## src/rtl/frg_pkg.sv

```systemverilog
package frg_pkg;

  typedef enum logic [1:0] {
    DENY_NONE = 2'd0,
    DENY_PERM = 2'd1,
    DENY_ID   = 2'd2,
    DENY_WP   = 2'd3
  } denyReason_e;

  typedef struct packed {
    logic load;    // capture the verdict for the current request
    logic publish; // verdict is being presented this cycle
  } ctrlStrobes_t;

  // region owned by each master code
  localparam int OWN_OF_CPU = 1;
  localparam int OWN_OF_ME  = 2;
  localparam int OWN_OF_GBE = 3;

endpackage

```

## src/rtl/frg_region_match.sv

```systemverilog
module frg_region_match #(
  parameter int FIELD_W   = 13,
  parameter int BLK_SHIFT = 12,
  parameter int ADDR_W    = FIELD_W + BLK_SHIFT
) (
  input  logic [FIELD_W-1:0] base,
  input  logic [FIELD_W-1:0] limit,
  input  logic [ADDR_W-1:0]  addr,
  output logic               hit
);

  logic [FIELD_W-1:0] blk;
  logic               active;

  assign blk    = addr[BLK_SHIFT +: FIELD_W];
  assign active = (base <= limit);
  assign hit    = active && (blk >= base) && (blk <= limit);

endmodule

```

## src/rtl/frg_control.sv

```systemverilog
module frg_control
  import frg_pkg::*;
(
  input  logic         clk,
  input  logic         rst_n,
  input  logic         reqValid,
  output ctrlStrobes_t strobes,
  output logic         respValid
);

  logic pending;

  always_ff @(posedge clk or negedge rst_n) begin
    if (!rst_n) pending <= 1'b0;
    else        pending <= reqValid;
  end

  always_comb begin
    strobes.load    = reqValid;
    strobes.publish = pending;
  end

  assign respValid = strobes.publish;


  resp_follows_req_chk: assert property (@(posedge clk) disable iff (!rst_n)
    reqValid |=> respValid);


  resp_single_chk: assert property (@(posedge clk) disable iff (!rst_n)
    !reqValid |=> !respValid);

endmodule

```

## src/rtl/frg_datapath.sv

```systemverilog
module frg_datapath
  import frg_pkg::*;
#(
  parameter int NUM_REGIONS = 5,
  parameter int NUM_MASTERS = 3,
  parameter int FIELD_W     = 13,
  parameter int BLK_SHIFT   = 12,
  parameter int ID_W        = 16,
  parameter int PERM_W      = 32,
  parameter int RD_LSB      = 16,
  parameter int WR_LSB      = 24,
  parameter int ADDR_W      = FIELD_W + BLK_SHIFT,
  parameter int MST_W       = 2,
  parameter int REG_IDX_W   = 3
) (
  input  logic                                clk,
  input  logic                                rst_n,
  input  ctrlStrobes_t                        strobes,
  input  logic [NUM_REGIONS-1:0][FIELD_W-1:0] regionBase,
  input  logic [NUM_REGIONS-1:0][FIELD_W-1:0] regionLimit,
  input  logic [NUM_MASTERS-1:0][PERM_W-1:0]  masterPerm,
  input  logic                                biosRangeWp,
  input  logic                                smiGlobalWp,
  input  logic [MST_W-1:0]                    reqMaster,
  input  logic                                reqWrite,
  input  logic [ADDR_W-1:0]                   reqAddr,
  input  logic [ID_W-1:0]                     reqId,
  output logic                                respGrant,
  output logic [REG_IDX_W-1:0]                respRegion,
  output logic                                respOutOfRange,
  output logic [1:0]                          respReason
);

  localparam logic [REG_IDX_W-1:0] NO_REGION = '1;

  logic [NUM_REGIONS-1:0] hitVec;
  logic                   hitAny;
  logic [REG_IDX_W-1:0]   hitIdx;

  for (genvar r = 0; r < NUM_REGIONS; r++) begin : g_region
    frg_region_match #(
      .FIELD_W  (FIELD_W),
      .BLK_SHIFT(BLK_SHIFT),
      .ADDR_W   (ADDR_W)
    ) u_match (
      .base (regionBase[r]),
      .limit(regionLimit[r]),
      .addr (reqAddr),
      .hit  (hitVec[r])
    );
  end

  // lowest index wins on overlap
  always_comb begin
    hitAny = 1'b0;
    hitIdx = NO_REGION;
    for (int r = NUM_REGIONS - 1; r >= 0; r--) begin
      if (hitVec[r]) begin
        hitAny = 1'b1;
        hitIdx = REG_IDX_W'(r);
      end
    end
  end

  function automatic logic [REG_IDX_W-1:0] ownOf(input logic [MST_W-1:0] m);
    case (int'(m))
      0:       ownOf = REG_IDX_W'(OWN_OF_CPU);
      1:       ownOf = REG_IDX_W'(OWN_OF_ME);
      2:       ownOf = REG_IDX_W'(OWN_OF_GBE);
      default: ownOf = NO_REGION;
    endcase
  endfunction

  logic                   masterOk;
  logic [PERM_W-1:0]      selPerm;
  logic                   idOk;
  logic [NUM_REGIONS-1:0] enBits;
  logic [NUM_REGIONS-1:0] enShift;
  logic                   permBit;
  logic                   ownHit;
  logic                   wpBlock;

  always_comb begin
    selPerm = '0;
    for (int m = 0; m < NUM_MASTERS; m++) begin
      if (int'(reqMaster) == m) selPerm = masterPerm[m];
    end
  end

  assign masterOk = int'(reqMaster) < NUM_MASTERS;
  assign idOk     = masterOk && (reqId == selPerm[ID_W-1:0]);
  assign enBits   = reqWrite ? selPerm[WR_LSB +: NUM_REGIONS]
                             : selPerm[RD_LSB +: NUM_REGIONS];
  assign enShift  = enBits >> hitIdx;
  assign permBit  = hitAny && enShift[0];
  assign ownHit   = masterOk && hitAny && (ownOf(reqMaster) == hitIdx);
  assign wpBlock  = reqWrite && (biosRangeWp || smiGlobalWp);

  logic        nextGrant;
  logic        nextOor;
  denyReason_e nextReason;

  always_comb begin
    nextGrant  = 1'b0;
    nextOor    = 1'b0;
    nextReason = DENY_NONE;
    if (!hitAny) begin
      nextOor = 1'b1;
    end else if (!idOk) begin
      nextReason = DENY_ID;
    end else if (wpBlock) begin
      nextReason = DENY_WP;
    end else if (!(permBit || ownHit)) begin
      nextReason = DENY_PERM;
    end else begin
      nextGrant = 1'b1;
    end
  end

  always_ff @(posedge clk or negedge rst_n) begin
    if (!rst_n) begin
      respGrant      <= 1'b0;
      respRegion     <= NO_REGION;
      respOutOfRange <= 1'b0;
      respReason     <= DENY_NONE;
    end else if (strobes.load) begin
      respGrant      <= nextGrant;
      respRegion     <= hitIdx;
      respOutOfRange <= nextOor;
      respReason     <= nextReason;
    end
  end


  oor_region_chk: assert property (@(posedge clk) disable iff (!rst_n)
    respOutOfRange |-> (respRegion == NO_REGION) && !respGrant);


  grant_reason_chk: assert property (@(posedge clk) disable iff (!rst_n)
    respGrant |-> (respReason == DENY_NONE));


  wp_block_chk: assert property (@(posedge clk) disable iff (!rst_n)
    (strobes.load && reqWrite && (biosRangeWp || smiGlobalWp)) |=> !respGrant);


  bad_master_chk: assert property (@(posedge clk) disable iff (!rst_n)
    (strobes.load && !masterOk && hitAny) |=> (respReason == DENY_ID));

endmodule

```

## src/rtl/flash_region_guard.sv

```systemverilog
module flash_region_guard
  import frg_pkg::*;
#(
  parameter int NUM_REGIONS = 5,
  parameter int NUM_MASTERS = 3,
  parameter int FIELD_W     = 13,
  parameter int BLK_SHIFT   = 12,
  parameter int ID_W        = 16,
  parameter int PERM_W      = 32,
  parameter int RD_LSB      = 16,
  parameter int WR_LSB      = 24,
  localparam int ADDR_W     = FIELD_W + BLK_SHIFT,
  localparam int MST_W      = $clog2(NUM_MASTERS + 1),
  localparam int REG_IDX_W  = $clog2(NUM_REGIONS + 1)
) (
  input  logic                                clk,
  input  logic                                rst_n,
  input  logic [NUM_REGIONS-1:0][FIELD_W-1:0] regionBase,
  input  logic [NUM_REGIONS-1:0][FIELD_W-1:0] regionLimit,
  input  logic [NUM_MASTERS-1:0][PERM_W-1:0]  masterPerm,
  input  logic                                biosRangeWp,
  input  logic                                smiGlobalWp,
  input  logic                                reqValid,
  input  logic [MST_W-1:0]                    reqMaster,
  input  logic                                reqWrite,
  input  logic [ADDR_W-1:0]                   reqAddr,
  input  logic [ID_W-1:0]                     reqId,
  output logic                                respValid,
  output logic                                respGrant,
  output logic [REG_IDX_W-1:0]                respRegion,
  output logic                                respOutOfRange,
  output logic [1:0]                          respReason
);

  ctrlStrobes_t strobes;

  frg_control u_ctrl (
    .clk      (clk),
    .rst_n    (rst_n),
    .reqValid (reqValid),
    .strobes  (strobes),
    .respValid(respValid)
  );

  frg_datapath #(
    .NUM_REGIONS(NUM_REGIONS),
    .NUM_MASTERS(NUM_MASTERS),
    .FIELD_W    (FIELD_W),
    .BLK_SHIFT  (BLK_SHIFT),
    .ID_W       (ID_W),
    .PERM_W     (PERM_W),
    .RD_LSB     (RD_LSB),
    .WR_LSB     (WR_LSB),
    .ADDR_W     (ADDR_W),
    .MST_W      (MST_W),
    .REG_IDX_W  (REG_IDX_W)
  ) u_dp (
    .clk           (clk),
    .rst_n         (rst_n),
    .strobes       (strobes),
    .regionBase    (regionBase),
    .regionLimit   (regionLimit),
    .masterPerm    (masterPerm),
    .biosRangeWp   (biosRangeWp),
    .smiGlobalWp   (smiGlobalWp),
    .reqMaster     (reqMaster),
    .reqWrite      (reqWrite),
    .reqAddr       (reqAddr),
    .reqId         (reqId),
    .respGrant     (respGrant),
    .respRegion    (respRegion),
    .respOutOfRange(respOutOfRange),
    .respReason    (respReason)
  );

endmodule

```

## config.mk

```make
export PLATFORM = sky130hd
export DESIGN_NAME = flash_region_guard
export DESIGN_NICKNAME = d
export VERILOG_FILES = /design/src/rtl/frg_pkg.sv /design/src/rtl/frg_region_match.sv /design/src/rtl/frg_control.sv /design/src/rtl/frg_datapath.sv /design/src/rtl/flash_region_guard.sv
export SDC_FILE = /design/constraint.sdc
export NUM_CORES = 1
export LEC_CHECK = 0
export BUFFER_PORTS_ARGS = -buffer_cell sky130_fd_sc_hd__clkbuf_2
export CAP_MARGIN = 25
export CORE_ASPECT_RATIO = 1.75
export CORE_UTILIZATION = 45
export CTS_BUF_LIST = sky130_fd_sc_hd__clkbuf_8
export DETAILED_ROUTE_END_ITERATION = 8
export PLACE_DENSITY = 0.81
export SLEW_MARGIN = 20
export SYNTH_ARGS = -nofsm -noshare
export SYNTH_HDL_FRONTEND = slang
export SYNTH_HIERARCHICAL = 1
export SYNTH_SLANG_ARGS = --single-unit
```

## constraint.sdc

```tcl
create_clock -name clk -period 0.8 [get_ports clk]
set_input_delay 0.04 -clock clk [delete_from_list [all_inputs] [get_ports clk]]
set_output_delay 0.04 -clock clk [all_outputs]
set_load 0.02 [all_outputs]
```

# After elaboration in Yosys (flattened, before gate mapping)
# Index checks and enable logic that the tools add are counted.
[op_classes]
muxes = 24
shifts = 1
reduce_logical = 19
magnitude_cmp = 16
eq_ne = 6
[op_table]
columns = ["op", "n"]
rows = [
  ["$le A13 B13 Y1", 10],
  ["$mux W29", 3],
  ["$ge A13 B13 Y1", 5],
  ["$eq A16 B16 Y1", 1],
  ["$logic_and A1 B1 Y1", 15],
  ["$mux W3", 4],
  ["$mux W1", 11],
  ["$pmux W3 S3", 1],
  ["$mux W2", 4],
  ["$eq A2 B2 Y1 const B", 3],
  ["$mux W5", 1],
  ["$shr A5 B3 Y1", 1],
  ["$logic_not A2 Y1", 2],
  ["$eq A3 B3 Y1", 1],
  ["$eq A2 B1 Y1 const B", 1],
  ["$logic_or A1 B1 Y1", 2],
  ["$lt A2 B2 Y1 const B", 1],
]
[totals]
wordCells = 71
output_inout_bits = 8
reg_bits = 8
in_bits = 275

# Longest topological paths before layout
# Gate-level depths: netlist of the first run.
[logic_depth]
depth_word = 15
ltp_mapped = 15

# Hierarchy
# The synthesis of the first run kept the hierarchy.
[by_module_without_submodules]
columns = ["mod", "cells_each", "area_per_inst_um2", "instances"]
rows = [
  ["frg_region_match", 124, 920.9, 5],
  ["frg_datapath", 161, 1325.0, 1],
  ["frg_control", 3, 40.0, 1],
]

# Least setup slack after synthesis of the first run
# OpenSTA, ideal clock, no wires.
[synth_timing]
kind = "input port to flip-flop"
start = "in regionLimit[59] (netlist bit)"
end = "reg u_dp.respReason[0]"
cell_stages = 12
n_path_buf = 0
arrival_time_ps = 2483
setup_time_ps = 128
slack_ps = -1811
cell_sequence = "inv_1 ha_1 and4_1 nand2_1 or4_4 a221oi_2 a21oi_1 o21bai_1 a21oi_1 or3_1 a311oi_2 o2bb2ai_1"
[synth_between]
elab_chain_cells = 15
elab_cells_between_ends = 24
[synth_rtl]
columns = ["element", "line", "text"]
rows = [
  ["from (decl)", "flash_region_guard.sv:19", "input logic [NUM_REGIONS-1:0][FIELD_W-1:0] regionLimit,"],
  ["$le A13 B13 Y1", "frg_region_match.sv:16", "assign active = (base <= limit);"],
  ["$logic_and A1 B1 Y1", "frg_region_match.sv:17", "assign hit = active && (blk >= base) && (blk <= limit);"],
  ["$logic_and A1 B1 Y1 *", "frg_region_match.sv:17", ""],
  ["via u_dp.hitVec[4]", "frg_datapath.sv:36", "logic [NUM_REGIONS-1:0] hitVec;"],
  ["$mux W2 / $mux W1 (equally long branches)", "frg_datapath.sv:58", "if (hitVec[r]) begin"],
  ["$mux W3 / $mux W1 (equally long branches) (4 in series)", "frg_datapath.sv:58", ""],
  ["$shr A5 B3 Y1, or another cell as far along", "frg_datapath.sv:94", "assign enShift = enBits >> hitIdx;"],
  ["$logic_and A1 B1 Y1, on equally long branches", "frg_datapath.sv:95, frg_datapath.sv:96", ""],
  ["$logic_or A1 B1 Y1", "frg_datapath.sv:113", "end else if (!(permBit || ownHit)) begin"],
  ["$mux W1", "frg_datapath.sv:113", ""],
  ["$mux W2", "frg_datapath.sv:111", "end else if (wpBlock) begin"],
  ["$mux W2", "frg_datapath.sv:109", "end else if (!idOk) begin"],
  ["$mux W2 *", "frg_datapath.sv:107", "if (!hitAny) begin"],
  ["to (signal assigned)", "frg_datapath.sv:130", "respReason <= nextReason;"],
  ["to (decl)", "frg_datapath.sv:31", "output logic [1:0] respReason"],
]
# The timed path passes the listed nets; every way through them passes the cells marked *.
# A chain may end at the register's enable or synchronous reset.

# Worst setup path in the final report of the first run
[layout_timing]
start = "in reqAddr[12]"
end = "reg u_dp.respGrant"
[layout_between]
elab_chain_cells = 15
elab_cells_between_ends = 40
[layout_rtl]
columns = ["element", "line", "text"]
rows = [
  ["from (decl)", "flash_region_guard.sv:26", "input logic [ADDR_W-1:0] reqAddr,"],
  ["$ge A13 B13 Y1", "frg_region_match.sv:17", ""],
  ["$logic_and A1 B1 Y1", "frg_region_match.sv:17", ""],
  ["$logic_and A1 B1 Y1 *", "frg_region_match.sv:17", ""],
  ["via u_dp.hitVec[4]", "frg_datapath.sv:36", ""],
  ["$mux W2 / $mux W1 (equally long branches)", "frg_datapath.sv:58", ""],
  ["$mux W3 / $mux W1 (equally long branches) (4 in series)", "frg_datapath.sv:58", ""],
  ["$shr A5 B3 Y1, or another cell as far along", "frg_datapath.sv:94", ""],
  ["$logic_and A1 B1 Y1, on equally long branches", "frg_datapath.sv:95, frg_datapath.sv:96", ""],
  ["$logic_or A1 B1 Y1", "frg_datapath.sv:113", ""],
  ["$mux W1", "frg_datapath.sv:113", ""],
  ["$mux W1", "frg_datapath.sv:111", ""],
  ["$mux W1", "frg_datapath.sv:109", ""],
  ["$mux W1 *", "frg_datapath.sv:107", ""],
  ["to (signal assigned)", "frg_datapath.sv:127", "respGrant <= nextGrant;"],
  ["to (decl)", "frg_datapath.sv:28", "output logic respGrant,"],
]
# Marked as above.

==> results.toml, run 1 <==
[outcome]
status = "complete, but fails checks"
violations = "setup timing"

[critical_path]
crit_type = "primary input to register"
crit_family = "compound AO/OA/AOI/OAI gates"
r2r_cells = 2
path_cells = "clkbuf_16, inv_6, ha_4, nand2b_4, a21oi_2, nor2b_1, o211ai_1, a211o_1, a221oi_4, a21oi_2, o21bai_2, a21oi_1, or3_1, a311oi_2, a22o_1"
cp.required_ps = 960
path_max_fanout = 4
start_kind = "primary input"
crit_path_end_kind = "register"
arrival_ps = 2780
reg2reg_setup_slack_ps = 20
critical_path.startpoint = "reqAddr[12]"
r2r_start = "u_dp/respRegion[2]$_DFFE_PN1P_"
critPathBufInv = 2
crit_path_top_delay_cell = "or3_1"
cp_common_cell = "a21oi_2"
slowest_delay_ps = 400
endpoint = "u_dp/respGrant$_DFFE_PN0P_"
crit_cells = 15
r2r-end = "u_dp/respRegion[2]$_DFFE_PN1P_"

[logic_synthesis]
synthCells = 783
syn_nets = 1253
ys_warn_count = 6
netlist_area_um2 = 5960
avgSynthCellArea_um2 = 7.61

[sta]
rsz0062_at_grt = "true"
worst_hold_slack_ps = 139
relSlewSlack = 0.718
fmax_ghz = 0.382
setup_viol = 13
min_period_over_period = 3.27
min_period_ps = 2620
fin_worst_skew_ps = 0
final-hold-violation-count = 0
worst_slew_pin_slew_ps = 418
final.setup.worst_slack_ps = -1820
final_max_slew_viol_count = 0

[die]
die-area_um2 = 13700
start_util = 0.461
die_x_um = 89.0
core_um2 = 12900
fp.dieH_um = 154
ios = 283
rows = 55

[place]
post-dp-hpwl_um = 18400
portBuffers = 252
gp_congestion = 0.882
place_ws_ps = -2150
dp_cells = 1308

[finish]
finalNetCount = 1623
fill_cells = 1070
final_cell_mix = "235 x clkbuf_2, 170 x ha_1, 120 x buf_4"
regArea_um2 = 204
fin_cells = 1324
multi_input_area_um2 = 5600
final_common_cell = "clkbuf_2"
synthToLayoutAreaGrowth_pct = 52.1
drive_gt1_frac = 0.417

[clock_network]
cts_tree = "yes"
cts.clk_slew.worst_paths_ps = 40
h-tree-depth = 1
cts_root_buffer = "clkbuf_8"
cts_sinks = 8
cts_buffers = 3
clk_latency_ps = 220
clk_path_buf_depth = 2

[grt]
track_usage = 0.287
grt_pass1_wl_um = 30800
antenna_found_initial = 0
grt_max_degree = 28
grt_pass1_vias = 7307
grt_remaining_overflow = 0

[power_and_ir_drop]
power.density_nw_per_um2 = 673
static-leakage-power_nw = 5.13
ir_drop_uv = 692
fin_total_pwr_w = 0.00610

[hold_path]
min-delay-path-class = "primary input to register"

[routing]
drt_iter0_drc = 216
drcViolationCount = 0
wire_per_inst_um = 15.5
routed_wl_um = 20600
vias_per_cell = 5.44
vias = 7202
ant_nets = 0
first_pass_iters = 6

[run]
maxCapViolations = 0
report_power, final:
group          switching [W]  total, W  leakage, nW  internal, W
sequential         0.0000527  0.000556       0.0945     0.000503
combinational        0.00248   0.00507         5.01      0.00258
clock               0.000146  0.000477       0.0269     0.000331
flip-flops by register name (all words and copies together), names as in the netlist:
| name | flops |
|---|---|
| u_dp/respOutOfRange | 1 |
| u_dp/respRegion | 3 |
| u_dp/respGrant | 1 |
| u_dp/respReason | 2 |
| u_ctrl/respValid | 1 |
through the flow:
step | utilization | TNS (ps) | instance area [um2]
2_1_floorplan | - | -7980 | 6350
3_3_place_gp | 0.667 | -12090 | 8630
3_5_place_dp | 0.667 | -12570 | 8630
4_1_cts | 0.690 | -10850 | 8930
5_1_grt | 0.701 | -11610 | 9070
6_report | 0.701 | -10820 | 9070
how the worst min path moves through the flow:
stage                                            end     start  slack (ps)  depth (start not counted)
final                     u_ctrl/respValid$_DFF_PN0_  reqValid         140                          2
after global routing      u_ctrl/respValid$_DFF_PN0_  reqValid         150                          2
after CTS                 u_ctrl/respValid$_DFF_PN0_  reqValid         140                          2
after detailed placement  u_ctrl/respValid$_DFF_PN0_     rst_n        -110                          1
after global placement    u_ctrl/respValid$_DFF_PN0_     rst_n        -110                          1
after floorplan           u_ctrl/respValid$_DFF_PN0_     rst_n        -260                          0
layout make-up:
type | count | share of cell area
Timing Repair Buffer | 378 | 0.264
Inverter | 139 | 0.0669
Antenna cell | 1 | 0.000276
Clock buffer | 3 | 0.00455
Multi-Input combinational cell | 623 | 0.617
Tap cell | 171 | 0.0236
Sequential cell | 8 | 0.0225
Clock inverter | 1 | 0.000414
layer usage:
metal | global-route usage | part of all wire | wire, um | up-vias
li1 | - | - | - | 3570
met1 | 0.232 | 0.31 | 6410 | 3232
met2 | 0.597 | 0.56 | 11600 | 321
met3 | 0.0470 | 0.064 | 1310 | 79
met4 | 0.172 | 0.061 | 1250 | 0
met5 | 0 | 0 | 0 | -
repair_timing:
action,in CTS,in global routing
hold buffers,1,0
resized for setup,43,30
hold endpoints to repair,8,0
setup endpoints to repair,13,13
setup buffers,9,2
pin swaps,17,22
(Power assumes the default switching activity.)
==> run 2, diff against run 1 <==
- MAX_ROUTING_LAYER: not set -> met4
==> run 2 against run 1 <==
The flow still finishes with violations (setup timing). Design area is the same. Power is essentially flat. Via count grew 0.21%. Largest power group unchanged.
==> results.toml, run 2 (synthesis results as in run 1) <==
[outcome]
status = "complete, but fails checks"
violations = "setup timing"

[routing]
routed_wl_um = 20600
wl_met3_um = 1280
first_pass_iters = 5
drcViolationCount = 0
vias = 7217
ant_nets = 0
vias_per_cell = 5.45
wl_met2_um = 11600
m1WireLength_um = 6430
drt_iter0_drc = 252
wire_per_inst_um = 15.6
top_layer = "met4"

[power_and_ir_drop]
fin_total_pwr_w = 0.00610
ir_drop_uv = 691
switching_share = 0.440
seq_power_share = 0.091
pwr-share-clk = 0.078
static-leakage-power_nw = 5.13
pwr-share-comb = 0.831
power.density_nw_per_um2 = 672
p_sw_w = 0.00268
internal-power_w = 0.00342

[sta]
relSlewSlack = 0.718
rsz0062_at_grt = "true"
fin_worst_skew_ps = 0
setup_viol = 13
worst_slew_pin_slew_ps = 418
final_max_slew_viol_count = 0
setup_tns_ps = -10750
min_period_over_period = 3.25
final.setup.worst_slack_ps = -1800
min_period_ps = 2600
final-hold-violation-count = 0
fmax_ghz = 0.385

[hold_path]
min-delay-path-class = "primary input to register"

[critical_path]
start_kind = "primary input"
critPathBufInv = 2
slowest_delay_ps = 390
cp.required_ps = 960
path_max_fanout = 4
path_cells = "clkbuf_16, inv_6, ha_4, nand2b_4, a21oi_2, nor2b_1, o211ai_1, a211o_1, a221oi_4, a21oi_2, o21bai_2, a21oi_1, or3_1, a311oi_2, a22o_1"
crit_path_top_delay_cell = "or3_1"
crit_family = "compound AO/OA/AOI/OAI gates"
arrival_ps = 2760
crit_type = "primary input to register"
crit_path_end_kind = "register"
cp_common_cell = "a21oi_2"

[clock_network]
cts_sinks = 8
cts_root_buffer = "clkbuf_8"
clk_path_buf_depth = 2
clk_latency_ps = 220
cts_tree = "yes"
cts.clk_slew.worst_paths_ps = 40
cts_buffers = 3
h-tree-depth = 1

[grt]
grt_pass1_vias = 7303
track_usage = 0.295
grt_remaining_overflow = 0
antenna_found_initial = 0
grt_pass1_wl_um = 30800
grt_max_degree = 28

[place]
place_ws_ps = -2150
post-dp-hpwl_um = 18400
gp_congestion = 0.897
portBuffers = 252
place_area_um2 = 8630

[finish]
finalNetCount = 1623
final_common_cell = "clkbuf_2"
largest_reg_flops = 3
synthToLayoutAreaGrowth_pct = 52.1
reg_top3 = "u_dp/respRegion (3), u_dp/respReason (2)"
final_cell_area_um2 = 9070
final_core_util = 0.701
final_cell_mix = "235 x clkbuf_2, 170 x ha_1, 120 x buf_4"
largest_register = "u_dp/respRegion"
drive_gt1_frac = 0.417

[run]
maxCapViolations = 0

[die]
rows = 55
core_um2 = 12900
fp.dieH_um = 154
die_x_um = 89.0
start_util = 0.461
ios = 283
die-area_um2 = 13700
==> run 2: cell counts in the layout (fill, tap and decap cells not counted) <==
Identical to the previous run, type by type.
==> run 2: through the flow <==
stage	hold WS [ps]	std cells
2_1_floorplan	-256	783
3_3_place_gp	-110	1308
5_1_grt	148	1323
3_5_place_dp	-109	1308
6_report	142	1324
4_1_cts	139	1322
==> run 2: power groups by stage <==
stage               Sequential, W  Clock [W]  Combinational (W)
global route             0.000564   0.000494            0.00560
CTS                      0.000546   0.000485            0.00490
finish                   0.000555   0.000476            0.00507
global placement         0.000548          0            0.00444
detailed placement       0.000544          0            0.00460
floorplan                0.000625          0            0.00240
==> run 2: metal layers <==
| metal | GRT usage | up-vias |
|---|---|---|
| met2 | 0.597 | 329 |
| met1 | 0.237 | 3229 |
| li1 | - | 3570 |
| met3 | 0.0406 | 89 |
| met5 | - | - |
| met4 | 0.170 | 0 |
==> run 2: repair_timing <==
item	in CTS	in global routing
resized for setup	43	31
hold buffers	1	0
pin swaps	17	22
buffers inserted	9	2
hold endpoints to repair	8	0
endpoints found under the setup margin	13	13
==> run 2: worst reg2reg max path: cells and delay by family (launching register included) <==
kind / cells / cell delay (ps)
flip-flops: 1 / 540
multiplexers: 1 / 120
buffers and inverters: 1 / 50
==> run 2: worst paths after layout <==
path,slack [ps],cells past startpoint,start,to
setup / recovery,-1800,15,reqAddr[12],u_dp/respGrant$_DFFE_PN0P_
hold / removal,140,2,reqValid,u_ctrl/respValid$_DFF_PN0_
setup reg to reg,20,2,u_dp/respRegion[2]$_DFFE_PN1P_,u_dp/respRegion[2]$_DFFE_PN1P_
hold reg to reg,480,1,u_dp/respOutOfRange$_DFFE_PN0P_,u_dp/respOutOfRange$_DFFE_PN0P_
max in group asynchronous,360,2,rst_n,u_dp/respRegion[1]$_DFFE_PN1P_
min in group asynchronous,190,2,rst_n,u_dp/respReason[1]$_DFFE_PN0P_
==> run 2: cell type report <==
type / instances / area [um2]
Sequential cell: 8 / 204
Multi-Input combinational cell: 623 / 5600
Clock buffer: 3 / 41.3
Fill cell: 1070 / 3870
Clock inverter: 1 / 3.75
Tap cell: 171 / 214
Antenna cell: 1 / 2.50
Timing Repair Buffer: 378 / 2400
Inverter: 139 / 607
==> run 3, diff against run 2 <==
- CELL_PAD_IN_SITES_DETAIL_PLACEMENT: not set -> 1
- CELL_PAD_IN_SITES_GLOBAL_PLACEMENT: not set -> 1
- CORE_UTILIZATION: 45 -> 31
- PLACE_DENSITY: 0.81 -> not set
- PLACE_DENSITY_LB_ADDON: not set -> 0.1
==> run 3 against run 2 <==
The run still ends with setup timing left. Sequential power is essentially flat. Worst hold slack got worse by 92 ps. Clock power up 3%. Register-to-register slack is essentially flat. Sequential cell count stayed put. Core utilization fell by 20 points. Maximum frequency up 1.8%.
==> results.toml, run 3 (synthesis results as in run 1) <==
[sta]
worst_slew_pin_slew_ps = 534
fmax_ghz = 0.391
setup_tns_ps = -10190
fin_worst_skew_ps = 0
relSlewSlack = 0.642
final-hold-violation-count = 0
min_period_over_period = 3.19
final_max_slew_viol_count = 0
final.setup.worst_slack_ps = -1750
min_period_ps = 2550
rsz0062_at_grt = "true"
setup_viol = 11

[finish]
fill_cells = 2408
finalNetCount = 1630
regArea_um2 = 204
antenna_cells = 0
final_cell_mix = "227 x clkbuf_2, 164 x ha_1, 126 x buf_4"
fin_cells = 1397
largest_register = "u_dp/respRegion"
largest_reg_flops = 3
multi_input_area_um2 = 5760
synthToLayoutAreaGrowth_pct = 57.7
reg_top3 = "u_dp/respRegion (3), u_dp/respReason (2)"
final_common_cell = "clkbuf_2"
final_core_util = 0.502
drive_gt1_frac = 0.437

[grt]
grt_remaining_overflow = 0
grt_max_degree = 20
grt_pass1_wl_um = 34700
antenna_found_initial = 0
grt_pass1_vias = 7627
track_usage = 0.228

[critical_path]
start_kind = "primary input"
critical_path.startpoint = "regionLimit[37]"
cp.required_ps = 960
crit_type = "primary input to register"
arrival_ps = 2710
r2r_start = "u_dp/respRegion[2]$_DFFE_PN1P_"
crit_path_end_kind = "register"
path_max_fanout = 2

[die]
core_um2 = 18700
start_util = 0.318
ios = 283
rows = 66
die_x_um = 107
die-area_um2 = 19800
fp.dieH_um = 185

[clock_network]
h-tree-depth = 1
cts_tree = "yes"
clk_latency_ps = 220
cts_root_buffer = "clkbuf_8"
cts_buffers = 3
clk_path_buf_depth = 2
cts.clk_slew.worst_paths_ps = 40
cts_sinks = 8

[power_and_ir_drop]
static-leakage-power_nw = 5.19
ir_drop_uv = 1160
power.density_nw_per_um2 = 673

[routing]
drt_iter0_drc = 92
ant_nets = 0
routed_wl_um = 22600
vias = 7060
wire_per_inst_um = 16.2
vias_per_cell = 5.05
first_pass_iters = 4
drcViolationCount = 0

[place]
post-dp-hpwl_um = 20400
dp_cells = 1387
gp_congestion = 0.817
portBuffers = 252

[hold_path]
min-delay-path-class = "primary input to register"
hp-start = "reqValid"

[outcome]
status = "complete, but fails checks"
violations = "setup timing"

[run]
maxCapViolations = 0
-- run 3: cell count changes in the layout (fill, tap and decap cells not counted), sizes merged --
cell    before  now
buf        130  142
clkbuf     250  245
diode        1    0
-- run 3: cell type report --
| type | instances | share of cell area |
|---|---|---|
| sequential | 8 | 0.0217 |
| clock buffer | 3 | 0.00439 |
| timing repair buffer | 385 | 0.266 |
| inverter | 139 | 0.0640 |
| multi-input combinational | 623 | 0.612 |
| tap | 238 | 0.0317 |
| clock inverter | 1 | 0.000399 |
-- run 3: final timing paths --
check,slack [ps],to,depth (start not counted)
worst min register to register,490,u_dp/respRegion[2]$_DFFE_PN1P_,2
max in group asynchronous,340,u_dp/respRegion[1]$_DFFE_PN1P_,2
min in group asynchronous,210,u_dp/respReason[1]$_DFFE_PN0P_,2
worst max register to register,20,u_dp/respRegion[2]$_DFFE_PN1P_,2
worst min-delay path,50,u_ctrl/respValid$_DFF_PN0_,1
worst max-delay path,-1750,u_dp/respGrant$_DFFE_PN0P_,12
-- run 3: per-stage QoR --
step                      setup slack (ps)  hold slack [ps]  cell area [um2]  power (W)
final                                -1750             50.1             9400    0.00632
after global routing                 -1910             53.2             9400    0.00697
after CTS                            -1820             50.6             9200    0.00620
after detailed placement             -2240             -102             8750    0.00531
after global placement               -2210             -103             8750    0.00518
after floorplan                      -1570             -256             6350    0.00302
-- run 3: worst max-delay path, cell delays in order --
cell and delay (ps):
clkbuf_2 80, inv_1 50, ha_1 290, nand4_1 180
or4_4 570, a221oi_4 320, buf_6 150, nor2b_4 130
mux2i_1 70, or3_1 330, a311oi_2 320, a22o_1 170
-- run 3: report_power, final --
part,total [W],internal [W],switching (W)
logic,0.00528,0.00273,0.00255
registers,0.000556,0.000503,0.0000536
clock network,0.000488,0.000332,0.000156
total,0.00632,0.00356,0.00276
-- run 3: metal layers --
| metal | up-vias | global-route usage | routed length (um) |
|---|---|---|---|
| li1 | 3577 | - | - |
| met1 | 3266 | 0.215 | 8140 |
| met2 | 196 | 0.488 | 13100 |
| met3 | 21 | 0.0147 | 881 |
| met4 | 0 | 0.0400 | 425 |
| met5 | - | - | 0 |
-- run 3: what timing repair did --
item / 4_1_cts / 5_1_grt
resized for setup: 75 / 51
hold buffers: 1 / 0
buffers inserted: 2 / 3
endpoints found under the setup margin: 14 / 14
pin swaps: 32 / 21
endpoints found under the hold margin: 8 / 0
